<file path="src/rtl/sic_pkg.sv">
package sic_pkg;
   // Word offsets decoded by the register port
   typedef enum logic [3:0] {
      SEL_STATUS   = 4'd0,
      SEL_RAW      = 4'd1,
      SEL_MASK_SET = 4'd2,
      SEL_MASK_CLR = 4'd3,
      SEL_SOFT_SET = 4'd4,
      SEL_SOFT_CLR = 4'd5,
      SEL_PT_SET   = 4'd8,
      SEL_PT_CLR   = 4'd9,
      SEL_NONE     = 4'd15
   } reg_sel_e;

   function automatic reg_sel_e decode_sel(input int unsigned word_off);
      case (word_off)
         0: decode_sel = SEL_STATUS;
         1: decode_sel = SEL_RAW;
         2: decode_sel = SEL_MASK_SET;
         3: decode_sel = SEL_MASK_CLR;
         4: decode_sel = SEL_SOFT_SET;
         5: decode_sel = SEL_SOFT_CLR;
         8: decode_sel = SEL_PT_SET;
         9: decode_sel = SEL_PT_CLR;
         default: decode_sel = SEL_NONE;
      endcase
   endfunction
endpackage

</file>
<file path="src/rtl/sic_level_latch.sv">
module sic_level_latch #(
   parameter int NUM_LINES = 32
) (
   input  logic                 clk,
   input  logic                 rst_n,
   input  logic [NUM_LINES-1:0] lines_in,
   output logic [NUM_LINES-1:0] raw_q
);
   always_ff @(posedge clk or negedge rst_n) begin
      if (!rst_n) raw_q <= '0;
      else        raw_q <= lines_in;
   end
endmodule

</file>
<file path="src/rtl/sic_regs.sv">
module sic_regs
   import sic_pkg::*;
#(
   parameter int NUM_LINES = 32,
   parameter int ADDR_W    = 10,
   parameter int PT_LO     = 21,
   parameter int PT_HI     = 30
) (
   input  logic                 clk,
   input  logic                 rst_n,
   input  logic                 wr_en,
   input  logic                 rd_en,
   input  logic [ADDR_W-1:0]    addr,
   input  logic [NUM_LINES-1:0] wr_data,
   input  logic [NUM_LINES-1:0] raw,
   output logic [NUM_LINES-1:0] mask_q,
   output logic [NUM_LINES-1:0] pt_en_q,
   output logic [NUM_LINES-1:0] rd_data_q
);
   localparam logic [NUM_LINES-1:0] PT_FIELD =
      ((NUM_LINES'(1) << (PT_HI + 1)) - NUM_LINES'(1)) &
      ~((NUM_LINES'(1) << PT_LO) - NUM_LINES'(1));

   reg_sel_e sel;
   logic     data_nz;
   logic [NUM_LINES-1:0] rd_mux;

   assign sel     = decode_sel(int'(addr));
   assign data_nz = |wr_data;

   always_comb begin
      case (sel)
         SEL_STATUS:   rd_mux = raw & mask_q;
         SEL_RAW:      rd_mux = raw;
         SEL_MASK_SET: rd_mux = mask_q;
         SEL_SOFT_SET: rd_mux = {{(NUM_LINES-1){1'b0}}, raw[0]};
         SEL_PT_SET:   rd_mux = pt_en_q;
         default:      rd_mux = '0;
      endcase
   end

   always_ff @(posedge clk or negedge rst_n) begin
      if (!rst_n) begin
         mask_q  <= '0;
         pt_en_q <= '0;
      end else if (wr_en) begin
         case (sel)
            SEL_MASK_SET: mask_q <= mask_q | wr_data;
            SEL_MASK_CLR: mask_q <= mask_q & ~wr_data;
            SEL_SOFT_SET: if (data_nz) mask_q[0] <= 1'b1;
            SEL_SOFT_CLR: if (data_nz) mask_q[0] <= 1'b0;
            SEL_PT_SET:   pt_en_q <= pt_en_q | (wr_data & PT_FIELD);
            SEL_PT_CLR:   pt_en_q <= pt_en_q & ~wr_data;
            default: ;
         endcase
      end
   end

   always_ff @(posedge clk or negedge rst_n) begin
      if (!rst_n)     rd_data_q <= '0;
      else if (rd_en) rd_data_q <= rd_mux;
   end
endmodule

</file>
<file path="src/rtl/sic_out_drive.sv">
module sic_out_drive #(
   parameter int NUM_LINES = 32,
   parameter int PT_LO     = 21,
   parameter int PT_HI     = 30,
   parameter int COMB_IDX  = 31
) (
   input  logic [NUM_LINES-1:0] raw,
   input  logic [NUM_LINES-1:0] mask,
   input  logic [NUM_LINES-1:0] pt_en,
   output logic [NUM_LINES-1:0] lines_out
);
   logic any_masked;
   assign any_masked = |(raw & mask);

   for (genvar g = 0; g < NUM_LINES; g++) begin : g_line
      if (g == COMB_IDX) begin : g_comb
         assign lines_out[g] = any_masked;
      end else if (g >= PT_LO && g <= PT_HI) begin : g_pass
         assign lines_out[g] = raw[g] & pt_en[g];
      end else begin : g_idle
         assign lines_out[g] = 1'b0;
      end
   end
endmodule

</file>
<file path="src/rtl/sec_irq_combiner.sv">
module sec_irq_combiner #(
   parameter int NUM_LINES = 32,
   parameter int ADDR_W    = 10,
   parameter int PT_LO     = 21,
   parameter int PT_HI     = 30,
   parameter int COMB_IDX  = 31
) (
   input  logic                 clk,
   input  logic                 rst_n,
   input  logic [NUM_LINES-1:0] irq_in,
   input  logic                 wr_en,
   input  logic                 rd_en,
   input  logic [ADDR_W-1:0]    addr,
   input  logic [NUM_LINES-1:0] wr_data,
   output logic [NUM_LINES-1:0] rd_data,
   output logic [NUM_LINES-1:0] irq_out
);
   if (PT_LO > PT_HI || PT_HI >= NUM_LINES) begin : g_bad_range
      $error("pass-through range must lie inside the line count");
   end
   if (COMB_IDX >= NUM_LINES || (COMB_IDX >= PT_LO && COMB_IDX <= PT_HI)) begin : g_bad_comb
      $error("combined line must be a valid line outside the pass-through range");
   end
   if (ADDR_W < 4) begin : g_bad_addr
      $error("address must reach word offset 9");
   end

   logic [NUM_LINES-1:0] raw_q, mask_q, pt_en_q;

   sic_level_latch #(.NUM_LINES(NUM_LINES)) u_latch (
      .clk(clk), .rst_n(rst_n), .lines_in(irq_in), .raw_q(raw_q)
   );

   sic_regs #(
      .NUM_LINES(NUM_LINES), .ADDR_W(ADDR_W), .PT_LO(PT_LO), .PT_HI(PT_HI)
   ) u_regs (
      .clk(clk), .rst_n(rst_n), .wr_en(wr_en), .rd_en(rd_en), .addr(addr),
      .wr_data(wr_data), .raw(raw_q), .mask_q(mask_q), .pt_en_q(pt_en_q),
      .rd_data_q(rd_data)
   );

   sic_out_drive #(
      .NUM_LINES(NUM_LINES), .PT_LO(PT_LO), .PT_HI(PT_HI), .COMB_IDX(COMB_IDX)
   ) u_out (
      .raw(raw_q), .mask(mask_q), .pt_en(pt_en_q), .lines_out(irq_out)
   );
endmodule

</file>
<file path="config.mk">
export PLATFORM = sky130hd
export DESIGN_NAME = sec_irq_combiner
export DESIGN_NICKNAME = d
export VERILOG_FILES = /design/src/rtl/sic_pkg.sv /design/src/rtl/sic_level_latch.sv /design/src/rtl/sic_regs.sv /design/src/rtl/sic_out_drive.sv /design/src/rtl/sec_irq_combiner.sv
export SDC_FILE = /design/constraint.sdc
export NUM_CORES = 1
export LEC_CHECK = 0
export BUFFER_PORTS_ARGS = -buffer_cell sky130_fd_sc_hd__buf_2
export CAP_MARGIN = 20
export CORE_MARGIN = 3
export CORE_UTILIZATION = 58
export CTS_BUF_LIST = sky130_fd_sc_hd__clkbuf_16
export DETAILED_ROUTE_END_ITERATION = 8
export MAX_ROUTING_LAYER = met4
export PLACE_DENSITY = 0.86
export SLEW_MARGIN = 40
export SYNTH_ARGS = -nofsm -noshare
export SYNTH_HDL_FRONTEND = slang
export SYNTH_SLANG_ARGS = --single-unit
</file>
<file path="constraint.sdc">
create_clock -name clk -period 5 [get_ports clk]
set_clock_uncertainty 0.05 [all_clocks]
set_input_delay 1.5 -clock clk [delete_from_list [all_inputs] [get_ports clk]]
set_output_delay 1.5 -clock clk [all_outputs]
set_load 0.01 [all_outputs]
</file>
After elaboration in Yosys (flattened, before gate mapping)
Memories as Yosys holds them, arrays and structs flattened.
Cells that the tools add are included.
{ "word_totals": {"ff_bits": 128, "latchBits": 0, "ramBits": 0, "rom_bits": 64, "input_bits": 78, "out_inout_bits": 64, "word_cells": 48, "memories": 1} }
{ "memory_table": {"columns": ["memory", "words", "word_bits", "rd", "rd_ports_with_merged_regs", "wr", "line", "rtl"], "rows": [
  ["(no name shown)", 16, 4, 1, 0, 0, "sic_pkg.sv:16", "case (word_off)"]
]} }
{ "op_classes": {"add_sub_neg": 0, "n_mul": 0, "n_div": 0, "n_lt_le_gt_ge": 0, "eq_ne": 9, "shift": 0, "n_mux": 7, "bitwise": 16, "n_reduce_logical": 10} }
{ "ops": {"columns": ["operator", "count"], "rows": [
  ["$pmux 32 s5", 1],
  ["$and 32x32->32", 3],
  ["$pmux 32 s2", 1],
  ["$reduce_or 32->1", 2],
  ["$pmux 31 s2", 1],
  ["$not 32->32", 1],
  ["$or 32x31->32", 1],
  ["$or 32x32->32", 1],
  ["$and 1x1->1", 10],
  ["$eq 4x2->1 const B", 2],
  ["$eq 4x3->1 const B", 2],
  ["$eq 4x4->1 const B", 2],
  ["$logic_not 6->1", 1],
  ["$eq 4x1->1 const B", 1],
  ["$logic_not 4->1", 1],
  ["$mux 4", 1],
  ["$ne 2x1->1 const B", 2],
  ["$pmux 1 s4", 1],
  ["$reduce_and 2->1", 2],
  ["$reduce_and 4->1", 1],
  ["$reduce_bool 2->1", 2],
  ["$reduce_bool 4->1", 1],
  ["$mux 1", 2]
]} }

Depth between registers and ports, before layout
Gate-level depths: netlist (run 1).
{ "depth": {"depth_word": 5, "depth_mapped": 7, "depth_no_buf": 4} }

Modules after synthesis
Synthesis (run 1) repeated with hierarchy kept, for this count alone.
{ "unflattened": {"cells_unflattened": 533, "area_unflattened_um2": 6024.5} }
{ "by_module_without_submodules": {"columns": ["module", "n_inst", "cells_each", "area_each_um2", "seq_area_each_um2"], "rows": [
  ["sic_regs", 1, 447, 4834.6, 2402.3],
  ["sic_level_latch", 1, 32, 800.8, 800.8],
  ["sic_out_drive", 1, 54, 389.1, 0.0]
]} }

Worst setup path after synthesis (run 1)
No wires, ideal clock.
{ "synth_path": {"kind": "input -> register", "from": "input port addr[9]", "to": "register (tool-made name)", "setup_time_ps": 125, "arrival_time_ps": 2876, "required_time_ps": 4825, "path_slack_ps": 1949, "cell_stages": 5, "path_buffers": 1, "cell_sequence": "or4_4 nor3_4 buf_6 nand2_1 mux2_4"} }
{ "synth_rtl": {"columns": ["element", "line", "rtl"], "rows": [
  ["start: declaration", "sec_irq_combiner.sv:13", "input logic [ADDR_W-1:0] addr,"]
]} }

Final worst setup path (run 1)
{ "layout_path": {"from": "input port addr[9]", "to": "register u_regs.pt_en_q[15]"} }
{ "layout_between": {"elab_chain_cells": 5, "elab_cells_between_ends": 7, "cone_classes": "eq/ne: 2; mux: 2; reduce/logical: 3"} }
{ "layout_lines": {"columns": ["element", "line", "rtl"], "rows": [
  ["$logic_not 6->1 (*)", "sic_pkg.sv:16", null],
  ["$mux 4 (*)", "sic_pkg.sv:16", null],
  ["$eq 4x4->1", "sic_regs.sv:47", "case (sel)"],
  ["$reduce_bool 2->1 (no source line)", null, null],
  ["$reduce_and 2->1 (no source line)", null, null],
  ["end signal: assignment", "sic_regs.sv:52", "SEL_PT_SET: pt_en_q <= pt_en_q | (wr_data & PT_FIELD);"],
  ["end signal: assignment", "sic_regs.sv:53", "SEL_PT_CLR: pt_en_q <= pt_en_q & ~wr_data;"],
  ["end: declaration", "sic_regs.sv:17", "output logic [NUM_LINES-1:0] pt_en_q,"]
]} }
Mark *: on every way between the ends. The rest lies on a longest branch, timed or not.
A chain may end at the register's enable or synchronous reset.

==> results of run 1 <==
## per-stage QoR
stage / setup WS, ps / hold WS (ps)
CTS: 1387 / 477.6
global placement: 1039 / 461.6
global route: 1237 / 494.6
detailed placement: 937.2 / 466.0
finish: 1336 / 474.5
floorplan: 1949 / 446.1
## power groups by stage
| stage | combinational [mW] | clock [mW] | sequential, mW |
|---|---|---|---|
| floorplan | 0.0547 | 0 | 1.08 |
| global placement | 0.114 | 0 | 1.08 |
| detailed placement | 0.118 | 0 | 1.08 |
| finish | 0.120 | 1.27 | 1.07 |
| global route | 0.132 | 1.32 | 1.07 |
| CTS | 0.119 | 1.27 | 1.07 |
## placed cells by master, fill, tap and decap left out, types with 2 or more instances in the layout
cell / synthesis / routed
dfrtp_1: 128 / 128
buf_2: 7 / 119
nand2_1: 40 / 40
mux2_4: 40 / 40
inv_1: 34 / 37
nor2_1: 36 / 36
o22ai_1: 34 / 34
o21ai_0: 32 / 32
a221oi_1: 31 / 31
a21boi_0: 22 / 22
conb_1: 1 / 21
a22oi_1: 17 / 17
clkbuf_16: 0 / 17
and2_1: 11 / 11
buf_4: 23 / 11
nor4_1: 9 / 9
nand4_1: 6 / 6
clkinv_2: 0 / 4
bufinv_16: 0 / 4
nand2_2: 3 / 3
clkinvlp_4: 0 / 3
maj3_1: 2 / 2
or3b_2: 2 / 2
mux2_2: 2 / 2
or3_1: 2 / 2
## cell families (layout without fill, tap and decap cells)
kind of cell / Yosys count / in the layout / share of synthesized area
AOI/OAI and AO/OA: 138 / 138 / 0.1621
DFF: 128 / 128 / 0.5462
buffers and inverters: 90 / 197 / 0.07894
other: 1 / 22 / 0.0006395
and+or+nand+nor: 119 / 119 / 0.1007
adders and majority gates: 2 / 2 / 0.003414
muxes: 43 / 43 / 0.1080
## final timing paths
| path | end | depth (start not counted) |
|---|---|---|
| hold reg to reg | u_regs.rd_data_q[16] | 2 |
| max in group asynchronous | asynchronous set/reset pin | 2 |
| hold / removal | u_regs.rd_data_q[16] | 2 |
| min in group asynchronous | u_regs.rd_data_q[24] | 1 |
| setup reg to reg | u_regs.rd_data_q[1] | 4 |
| setup / recovery | u_regs.pt_en_q[15] | 5 |
## layout make-up
type | count | area [µm²] | share of cell area
sequential | 128 | 3203 | 0.4526
multi-input combinational | 323 | 2285 | 0.3228
timing repair buffer | 131 | 689.4 | 0.09742
clock buffer | 17 | 425.4 | 0.06011
clock inverter | 15 | 177.7 | 0.02511
tap | 133 | 166.4 | 0.02351
inverter | 34 | 127.6 | 0.01803
antenna | 1 | 2.502 | 0.0003536
## layer usage
layer / track usage / vias to the layer above
met5: - / -
li1: - / 2056
met1: 0.3835 / 2331
met4: 0.1543 / 0
met3: 0.07650 / 63
met2: 0.4747 / 328
## worst max-delay path, cell delays in order
cell,delay (ps)
buf_2,100
or4_4,610
nor4_4,650
and2b_1,730
a21boi_0,260
==> flow_summary.toml, run 1 <==
[setup_path]
critPathLaunch = "addr[9]"
r2r_start = "u_latch.raw_q[1]"
end_kind = "register"
arrival_ps = 3860
path_class = "input pin to register"
crit_required_ps = 5190
worstPathMaxFanout = 22
rrSetupSlack_ps = 3620
worst_setup_path_start_kind = "input pin"

[power]
p_comb_frac = 0.049
vdd_ir_drop_max_mv = 0.1878
power.total_mw = 2.454
p_clk_frac = 0.516
p_sw_uw = 543.8
p_sw_frac = 0.2216
p_int_mw = 1.910
power_density_nw_per_um2 = 346.7
p_leak_nw = 3.353
seqPwrFrac = 0.435

[global_routing]
grt_max_degree = 64
grtUsageTotal = 0.3083
grt_pass1_wl_um = 25790
first_global_vias = 4852
grt-ovfl-total = 0
antenna_found_initial = 1

[clock_tree]
clock_path_buffers = 2
clock-root-buffer = "clkbuf_16"
cts_hold_buf = 0
cts_tree = "built"
htreeDepth = 4
cts_resized = 0
clk_pin_slew_ps = 50
clock_latency_ps = 420
cts_made_buffers = 17
clkSinkCount = 128
postCtsSetupRepairBufs = 0

[floorplanning]
fp.dieH_um = 106.6
io_pins = 142
rows = 36
dieArea_um2 = 11350
design.core.area_um2 = 9819
die_w_um = 106.6
initial_core_util = 0.5972

[final_layout]
design_area_um2 = 7077
final-instance-count-excl-fill = 782
nets = 713
area_growth_pct = 20.67
n_fill_cell = 693
drive_above_1_share = 0.3256
fin_util = 0.7207

[route]
routed-wl-met2_um = 7805
dr.pass1.iters = 5
ant_nets = 0
wl_met1_um = 6196
drc = 0
via_per_inst = 6.110
wire_per_inst_um = 20.71
top_layer = "met4"
drtIter0Drc = 517
wl_um = 16200
wl_met3_um = 1515
num_vias = 4778

[logic_synthesis]
avgSynthCellArea_um2 = 11.26
yosysSeqAreaShare = 0.5462
netlist_instances = 521
synth.most_common_cell = "dfrtp_1"
synth_top_cell_by_area = "dfrtp_1"
ys_ff_latch = 128
yosys_warnings = 0
yosysUniqueCellTypes = 36
synthTopCellsByArea = "dfrtp_1, mux2_4, a221oi_1, o22ai_1, buf_4"
netlist_area_um2 = 5864
synthFlopType = "dfrtp_1"
async_flop_share = 1.000
synth_edf_count = 0
synthTopCellsByCount = "dfrtp_1, mux2_4, nand2_1, nor2_1"
synth_top_area_frac = 0.5462

[sta]
finalMaxSlewViolations = 0
post-route-period-util = 0.7328
post-route-min-period_ps = 3664
hold_viol_final = 0
fin_setup_tns_ps = 0
tightest_slew_ps = 789.5
relSlewSlack = 0.4722
setup_viol = 0
max_freq_mhz = 272.9
rsz0062_at_grt = "no"

[placement]
placed_area_um2 = 6467
port_buffers = 120
gp_congestion = 0.9413
dp_hpwl_um = 10740
dp.cells = 749

[hold_path]
min_from = "u_regs.rd_data_q[16]"
min-delay-path-class = "register to register"

[run_status]
status = "complete, no violations"

[flow_run]
maxCapViolCount = 0
Power figures use the tool's default switching activity.
==> inputs of run 2 (changes only) <==
CORE_UTILIZATION = 54   (was 58)
PLACE_DENSITY = 0.8   (was 0.86)
clock period = 3.5 ns   (was 5 ns; I/O delays follow)
==> run 2 against run 1 <==
  * Sequential power up 43%
  * Worst setup slack worse by 920 ps
  * Cell count up 1.2%
  * Cell area about the same
  * Register-to-register slack worse by 1400 ps
  * Via count down 2.1%
  * Global-route usage down 3.1 points
  * Sequential cell count unchanged
  * Non-clock buffer count up 8
  * Largest cell class unchanged
==> flow_summary.toml, run 2 (same netlist as run 1, synthesis figures left out) <==
[run_status]
status = "complete, no violations"

[sta]
tightest_slew_ps = 686.3
post-route-min-period_ps = 3089
fin_setup_tns_ps = 0
finalMaxSlewViolations = 0
post-route-period-util = 0.8825
relSlewSlack = 0.5390
rsz0062_at_grt = "no"
whs_ps = 474.6
finalWorstSetupSlack_ps = 411.1
setup_viol = 0
hold_viol_final = 0
max_freq_mhz = 323.7

[route]
drc = 0
dr.pass1.iters = 5
num_vias = 4679
wl_um = 15330
ant_nets = 0
wire_per_inst_um = 19.37
via_per_inst = 5.915
drtIter0Drc = 448

[global_routing]
antenna_found_initial = 0
grt_pass1_wl_um = 24440
grt_max_degree = 51
grtUsageTotal = 0.2770
grt-ovfl-total = 0
first_global_vias = 4792

[floorplanning]
design.core.area_um2 = 10460
fp.dieH_um = 110.2
initial_core_util = 0.5605
dieArea_um2 = 12150
rows = 37
io_pins = 142
die_w_um = 110.2

[flow_run]
maxCapViolCount = 0

[power]
p_comb_frac = 0.054
vdd_ir_drop_max_mv = 0.3110
p_sw_uw = 732.4
power_density_nw_per_um2 = 457.0
p_int_mw = 2.499
p_sw_frac = 0.2266
seqPwrFrac = 0.472
power.total_mw = 3.232
p_leak_nw = 3.361
p_clk_frac = 0.474

[placement]
dp_hpwl_um = 10840
port_buffers = 120
pre_cts_ws_ps = 419.8
gp_congestion = 0.8944

[final_layout]
n_fill_cell = 791
antenna_cells = 0
drive_above_1_share = 0.3252
nets = 721
area_growth_pct = 20.59
final_cell_mix = "dfrtp_1, buf_2, nand2_1, mux2_4"
final_common_cell = "dfrtp_1"
fin_util = 0.6759

[clock_tree]
cts_hold_buf = 0
clkSinkCount = 128
clock-root-buffer = "clkbuf_16"
htreeDepth = 4
clock_path_buffers = 2
postCtsSetupRepairBufs = 0
cts_made_buffers = 17
cts_resized = 0
clock_latency_ps = 420
cts_tree = "built"
clk_pin_slew_ps = 50

[setup_path]
worst_setup_path_start_kind = "register"
worstPathMaxFanout = 3
crit_required_ps = 2400
path_class = "register to primary output"
end_kind = "primary output"
arrival_ps = 1990

[hold_path]
min-delay-path-class = "register to register"
run 2: changes by cell type in the layout (fill, tap and decap cells not counted):
cell	before	now
buf_12	0	2
buf_6	1	0
nor3_2	1	0
inv_1	37	36
clkinv_1	1	7
bufinv_16	4	1
diode_2	1	0
nor3_4	1	2
clkinvlp_4	3	0
buf_4	11	18
run 2: metrics by stage:
stage | cells | area [µm²]
2_1_floorplan | 541 | 5939
3_3_place_gp | 760 | 6556
3_5_place_dp | 760 | 6556
4_1_cts | 791 | 7066
5_1_grt | 791 | 7072
6_report | 791 | 7072
run 2: worst paths after layout:
check	slack [ps]	cells past startpoint	endpoint	startpoint
hold / removal	470	2	u_regs.rd_data_q[10]	u_regs.rd_data_q[10]
hold reg to reg	470	2	u_regs.rd_data_q[10]	u_regs.rd_data_q[10]
setup reg to reg	2200	4	u_regs.rd_data_q[5]	u_latch.raw_q[5]
setup / recovery	410	4	irq_out[31]	u_latch.raw_q[8]
max in group asynchronous	2050	2	u_latch.raw_q[26]	rst_n
min in group asynchronous	600	1	u_latch.raw_q[3]	rst_n
run 2: worst max-delay path, stage by stage (launching register included):
cell     delay (ps)
dfrtp_1         390
a22oi_1         270
nand4_1         160
or4_1           580
buf_2           170
run 2: power by group through the flow:
stage                     combinational (mW)  sequential (mW)  clock [mW]
final                                  0.173             1.53        1.53
after global routing                   0.191             1.53        1.63
after CTS                              0.172             1.52        1.55
after detailed placement               0.171             1.55           0
after global placement                 0.167             1.55           0
after floorplan                       0.0781             1.54           0
run 2: area by class of cell:
cell class              instances  area, µm²  area share
flip-flops and latches        128       3203      0.4529
clock buffers                  17      425.4     0.06016
multi-input cells             323       2291      0.3240
repair buffers                139      770.7      0.1090
well taps                     136      170.2     0.02406
clock inverters                14      83.83     0.01185
inverters                      34      127.6     0.01805
run 2: routing by layer:
layer  global-route usage  vias to the layer above  wire [µm]
met1               0.3627                     2312       6386
met4              0.09938                        0        294
met2               0.4164                      261       7439
met3              0.07863                       31       1205
met5                    -                        -          0
li1                     -                     2075          -
